==> config.mk <==
export PLATFORM = sky130hd
export DESIGN_NAME = bmdma_regs
export DESIGN_NICKNAME = d
export VERILOG_FILES = /design/src/rtl/bmdma_pkg.sv /design/src/rtl/bmdma_base_reg.sv /design/src/rtl/bmdma_cmd_ctl.sv /design/src/rtl/bmdma_irq_fwd.sv /design/src/rtl/bmdma_regs.sv
export SDC_FILE = /design/constraint.sdc
export NUM_CORES = 1
export LEC_CHECK = 0
export ABC_AREA = 1
export BUFFER_PORTS_ARGS = -buffer_cell sky130_fd_sc_hd__buf_2
export CAP_MARGIN = 40
export CORE_UTILIZATION = 40
export CTS_BUF_LIST = sky130_fd_sc_hd__clkbuf_16
export DETAILED_ROUTE_END_ITERATION = 12
export PLACE_DENSITY_LB_ADDON = 0.1
export SETUP_SLACK_MARGIN = 0.15
export SLEW_MARGIN = 0
export SYNTH_ARGS = -nofsm -noshare
export SYNTH_HDL_FRONTEND = slang
export SYNTH_HIERARCHICAL = 1
export SYNTH_SLANG_ARGS = --single-unit
==> constraint.sdc <==
create_clock -name clk -period 1.7 [get_ports clk]
set_clock_uncertainty 0.2 [all_clocks]
set_input_delay 0.085 -clock clk [delete_from_list [all_inputs] [get_ports clk]]
set_output_delay 0.085 -clock clk [all_outputs]
set_load 0.02 [all_outputs]
==> src/rtl/bmdma_pkg.sv <==
package bmdma_pkg;
  localparam int unsigned REG_W  = 32;
  localparam int unsigned LANES  = REG_W / 8;

  typedef enum logic [1:0] {
    SEL_CMD  = 2'd0,
    SEL_STS  = 2'd1,
    SEL_BASE = 2'd2,
    SEL_NONE = 2'd3
  } reg_sel_e;

  localparam logic [7:0] CMD_KEEP = 8'h09;
  localparam int unsigned CMD_RUN = 0;
  localparam int unsigned CMD_DIR = 3;
  localparam int unsigned ST_ACT  = 0;
  localparam int unsigned ST_ERR  = 1;
  localparam int unsigned ST_INT  = 2;

  // Bytes covered by an access of the given size code.
  function automatic logic [LANES-1:0] size_lanes(input logic [1:0] sz);
    case (sz)
      2'd0:    size_lanes = LANES'(4'b0001);
      2'd1:    size_lanes = LANES'(4'b0011);
      default: size_lanes = {LANES{1'b1}};
    endcase
  endfunction

  // Expand a per-lane enable into a bit mask.
  function automatic logic [REG_W-1:0] lanes_to_bits(input logic [LANES-1:0] en);
    logic [REG_W-1:0] m;
    for (int i = 0; i < LANES; i++) m[i*8 +: 8] = {8{en[i]}};
    return m;
  endfunction

  // New base value after a partial write; low two bits forced to zero.
  function automatic logic [REG_W-1:0] merge_base(input logic [REG_W-1:0] cur,
                                                  input logic [REG_W-1:0] wd,
                                                  input logic [1:0] off,
                                                  input logic [1:0] sz);
    logic [REG_W-1:0] m;
    m = lanes_to_bits(size_lanes(sz) << off);
    return ((cur & ~m) | ((wd << {off, 3'b000}) & m)) & ~REG_W'(3);
  endfunction

  // Read view of the base for a given offset and width.
  function automatic logic [REG_W-1:0] view_base(input logic [REG_W-1:0] cur,
                                                 input logic [1:0] off,
                                                 input logic [1:0] sz);
    return (cur >> {off, 3'b000}) & lanes_to_bits(size_lanes(sz));
  endfunction
endpackage

==> src/rtl/bmdma_base_reg.sv <==
module bmdma_base_reg
  import bmdma_pkg::*;
#(
  parameter int unsigned W = REG_W
) (
  input  logic         clk,
  input  logic         rst_n,
  input  logic         wr_en,
  input  logic [1:0]   off,
  input  logic [1:0]   sz,
  input  logic [W-1:0] wdata,
  output logic [W-1:0] base_q,
  output logic [W-1:0] rd_view
);
  always_ff @(posedge clk) begin
    if (!rst_n)     base_q <= '0;
    else if (wr_en) base_q <= merge_base(base_q, wdata, off, sz);
  end

  assign rd_view = view_base(base_q, off, sz);
endmodule

==> src/rtl/bmdma_cmd_ctl.sv <==
module bmdma_cmd_ctl
  import bmdma_pkg::*;
#(
  parameter int unsigned W = REG_W
) (
  input  logic         clk,
  input  logic         rst_n,
  input  logic         cmd_wr,
  input  logic         sts_wr,
  input  logic [7:0]   wbyte,
  input  logic [W-1:0] base_q,
  input  logic         xfer_busy,
  input  logic         walk_done,
  input  logic         walk_underrun,
  output logic [7:0]   cmd_q,
  output logic         active_q,
  output logic         err_q,
  output logic         stop_pend_q,
  output logic         start_rise,
  output logic         start_fall,
  output logic         kick_q,
  output logic [W-1:0] ptr_q
);
  logic         act_d, err_d, pend_d, kick_d;
  logic [W-1:0] ptr_d;

  assign start_rise = cmd_wr &  wbyte[CMD_RUN] & ~cmd_q[CMD_RUN];
  assign start_fall = cmd_wr & ~wbyte[CMD_RUN] &  cmd_q[CMD_RUN];

  always_comb begin
    act_d  = active_q;
    err_d  = err_q;
    pend_d = stop_pend_q;
    ptr_d  = ptr_q;
    kick_d = 1'b0;
    if (walk_done || walk_underrun) begin
      act_d  = 1'b0;
      pend_d = 1'b0;
    end
    if (walk_underrun) err_d = 1'b1;
    if (stop_pend_q && !xfer_busy) begin
      act_d  = 1'b0;
      pend_d = 1'b0;
    end
    if (sts_wr && wbyte[ST_ERR]) err_d = 1'b0;
    if (start_fall) begin
      if (xfer_busy) pend_d = 1'b1;
      else           act_d  = 1'b0;
    end
    if (start_rise) begin
      ptr_d  = base_q;
      pend_d = 1'b0;
      if (!act_d) begin
        act_d  = 1'b1;
        kick_d = 1'b1;
      end
    end
  end

  always_ff @(posedge clk) begin
    if (!rst_n) begin
      cmd_q       <= '0;
      active_q    <= 1'b0;
      err_q       <= 1'b0;
      stop_pend_q <= 1'b0;
      kick_q      <= 1'b0;
      ptr_q       <= '0;
    end else begin
      if (cmd_wr) cmd_q <= wbyte & CMD_KEEP;
      active_q    <= act_d;
      err_q       <= err_d;
      stop_pend_q <= pend_d;
      kick_q      <= kick_d;
      ptr_q       <= ptr_d;
    end
  end
endmodule

==> src/rtl/bmdma_irq_fwd.sv <==
module bmdma_irq_fwd (
  input  logic clk,
  input  logic rst_n,
  input  logic dev_irq,
  input  logic int_clr,
  output logic irq_q,
  output logic int_q,
  output logic irq_rise
);
  assign irq_rise = dev_irq & ~irq_q;

  always_ff @(posedge clk) begin
    if (!rst_n) begin
      irq_q <= 1'b0;
      int_q <= 1'b0;
    end else begin
      irq_q <= dev_irq;
      if (irq_rise)     int_q <= 1'b1;
      else if (int_clr) int_q <= 1'b0;
    end
  end
endmodule

==> src/rtl/bmdma_regs.sv <==
module bmdma_regs
  import bmdma_pkg::*;
#(
  parameter int unsigned W = REG_W
) (
  input  logic         clk,
  input  logic         rst_n,
  input  logic         reg_wr,
  input  logic [1:0]   reg_sel,
  input  logic [1:0]   reg_off,
  input  logic [1:0]   reg_size,
  input  logic [W-1:0] reg_wdata,
  output logic [W-1:0] reg_rdata,
  input  logic         xfer_busy,
  input  logic         walk_done,
  input  logic         walk_underrun,
  output logic         walk_kick,
  output logic [W-1:0] desc_ptr,
  output logic         xfer_dir,
  input  logic         dev_irq,
  output logic         host_irq
);
  logic         cmd_wr, sts_wr, base_wr;
  logic [7:0]   cmd_q, sts_byte;
  logic [W-1:0] base_q, base_view;
  logic         active_q, err_q, stop_pend_q, start_rise, start_fall;
  logic         int_q, irq_rise;

  assign cmd_wr  = reg_wr && (reg_sel == SEL_CMD);
  assign sts_wr  = reg_wr && (reg_sel == SEL_STS);
  assign base_wr = reg_wr && (reg_sel == SEL_BASE);

  bmdma_base_reg #(.W(W)) u_base (
    .clk(clk), .rst_n(rst_n), .wr_en(base_wr), .off(reg_off), .sz(reg_size),
    .wdata(reg_wdata), .base_q(base_q), .rd_view(base_view)
  );

  bmdma_cmd_ctl #(.W(W)) u_ctl (
    .clk(clk), .rst_n(rst_n), .cmd_wr(cmd_wr), .sts_wr(sts_wr),
    .wbyte(reg_wdata[7:0]), .base_q(base_q), .xfer_busy(xfer_busy),
    .walk_done(walk_done), .walk_underrun(walk_underrun), .cmd_q(cmd_q),
    .active_q(active_q), .err_q(err_q), .stop_pend_q(stop_pend_q),
    .start_rise(start_rise), .start_fall(start_fall), .kick_q(walk_kick),
    .ptr_q(desc_ptr)
  );

  bmdma_irq_fwd u_irq (
    .clk(clk), .rst_n(rst_n), .dev_irq(dev_irq),
    .int_clr(sts_wr && reg_wdata[ST_INT]),
    .irq_q(host_irq), .int_q(int_q), .irq_rise(irq_rise)
  );

  assign sts_byte = {5'b0, int_q, err_q, active_q};
  assign xfer_dir = cmd_q[CMD_DIR];

  always_comb begin
    case (reg_sel)
      SEL_CMD:  reg_rdata = W'(cmd_q);
      SEL_STS:  reg_rdata = W'(sts_byte);
      SEL_BASE: reg_rdata = base_view;
      default:  reg_rdata = '0;
    endcase
  end
endmodule

==> impl_metrics.json <==
{
  "rsz0062_at_grt": "yes",
  "leakage_nw": 3.14,
  "min_path_cells": 5,
  "peakVddDrop_mv": 0.524,
  "wl_mm": 14.6,
  "clock.fmax_mhz": 584,
  "post-route-period-util": 1.01,
  "firstDrtPassIters": 6,
  "drive_gt1_frac": 0.352,
  "cts_tree": "yes",
  "yosysWarnings": 6,
  "place_congestion": 0.881,
  "dieArea_mm2": 0.0112,
  "place_area_mm2": 0.00499,
  "final_common_cell": "nand2_1",
  "reg2reg_depth": 3,
  "powerDensity_mw_per_mm2": 756,
  "synth_area_mm2": 0.00430,
  "worstHoldPathType": "in2reg",
  "status": "finished with violations",
  "final_cell_mix": "nand2_1 (173), nor2_1 (97), nand3_1 (87)",
  "cts-root-buf": "clkbuf_16",
  "rows": 37,
  "cp.required_ns": 1.41,
  "vias": 5017,
  "maxSlewViolCount": 0,
  "end_kind": "output pin",
  "htreeDepth": 3,
  "netlist_instances": 708,
  "drc": 0,
  "antenna_left": 0,
  "area_growth_syn_to_layout_pct": 45.3,
  "initial_utilization": 0.415,
  "antenna_found_initial": 0,
  "cts.sinks": 70,
  "worstSetupStartpointType": "flip-flop",
  "grt_max_degree": 69,
  "overflow": 0,
  "io_pins": 112,
  "stdcell_count": 999,
  "coreArea_mm2": 0.0104,
  "period_needed_ns": 1.71,
  "wl_met2_mm": 6.82,
  "vias_per_cell": 5.02,
  "final_hold_viol_count": 1,
  "maxCapViolCount": 0,
  "fin_ws_ns": -0.0122,
  "die_y_um": 106,
  "fin_tns_setup_ns": -0.0229,
  "violations": "hold timing, setup timing",
  "dp_hpwl_mm": 9.97,
  "crit_fanout": 2,
  "drt-met1-wl_mm": 6.43,
  "clock_latency_ns": 0.34,
  "first_global_vias": 4660,
  "worstPathArrival_ns": 1.43,
  "setup_viol": 2,
  "holdWs_ns": -0.00198,
  "die_w_um": 106,
  "stdcell_area_mm2": 0.00625,
  "antenna_cells": 0,
  "cts_buffers": 9,
  "drt_iter0_drc": 344,
  "grt_first_pass_wirelength_mm": 23.1,
  "top_layer_used": "met4",
  "grt.total_usage": 0.261,
  "clk_pin_slew_ns": 0.06,
  "dr_wl_met3_um": 957,
  "wl_per_cell_um": 14.6,
  "placed_cells": 937,
  "syn_area_per_cell_um2": 6.08,
  "portBuffers": 111,
  "worstSetupPathType": "reg2out",
  "clk_path_buf_depth": 2,
  "num-nets-final": 904,
  "power_mw": 4.72
}
-- layout make-up --
type	instances	area, um2
sequential	70	1450
multi-input combinational	506	2570
clock buffer	9	225
inverter	90	345
tap	136	170
timing repair buffer	182	1380
fill	1013	4120
clock inverter	6	111
-- final timing paths --
path	startpoint	slack [ns]	endpoint
max	flip-flop	-0.01	reg_rdata[3]
min	reg_wdata[10]	-0.002	flip-flop
max reg2reg	u_ctl/err_q$_SDFFE_PP0P_	0.33	u_ctl/err_q$_SDFFE_PP0P_
min reg2reg	u_ctl/ptr_q[10]$_SDFFE_PN0P_	0.26	u_ctl/ptr_q[10]$_SDFFE_PN0P_
-- stage by stage --
stage | hold slack, ns | utilization | worst slack [ns]
floorplan | -0.0256 | - | 0.272
global placement | 0.0811 | 0.481 | 0.0853
detailed placement | 0.0856 | 0.481 | 0.0913
CTS | 0.00228 | 0.578 | -0.0348
global route | 0.0447 | 0.603 | -0.0766
finish | -0.00198 | 0.603 | -0.0122
-- what timing repair did --
item,4_1_cts,5_1_grt
hold buffers,16,0
resized for setup,144,59
setup buffers,23,8
pin swaps,62,40
endpoints found under the hold margin,19,0
gates cloned,0,0
endpoints found under the setup margin,32,32
-- metal layers --
layer	up-vias	track usage
met5	-	0
met1	2286	0.349
met3	32	0.0390
met4	0	0.0972
met2	193	0.424
li1	2506	-
-- critical path: stages (launching register included) --
cell and delay [ns]:
dfxtp_2 0.34, inv_2 0.05, nand2_2 0.05, o21ai_2 0.06, buf_4 0.14, a22oi_2 0.14
nand3_1 0.11, nand2_1 0.09, buf_6 0.11
-- where the power goes --
group	internal, mW	total [mW]	switching (mW)
combinational	0.349	0.867	0.518
sequential	1.68	1.72	0.0425
clock	1.42	2.14	0.715
total	3.45	4.72	1.28
Note: power is estimated with default switching activity, not from simulation.
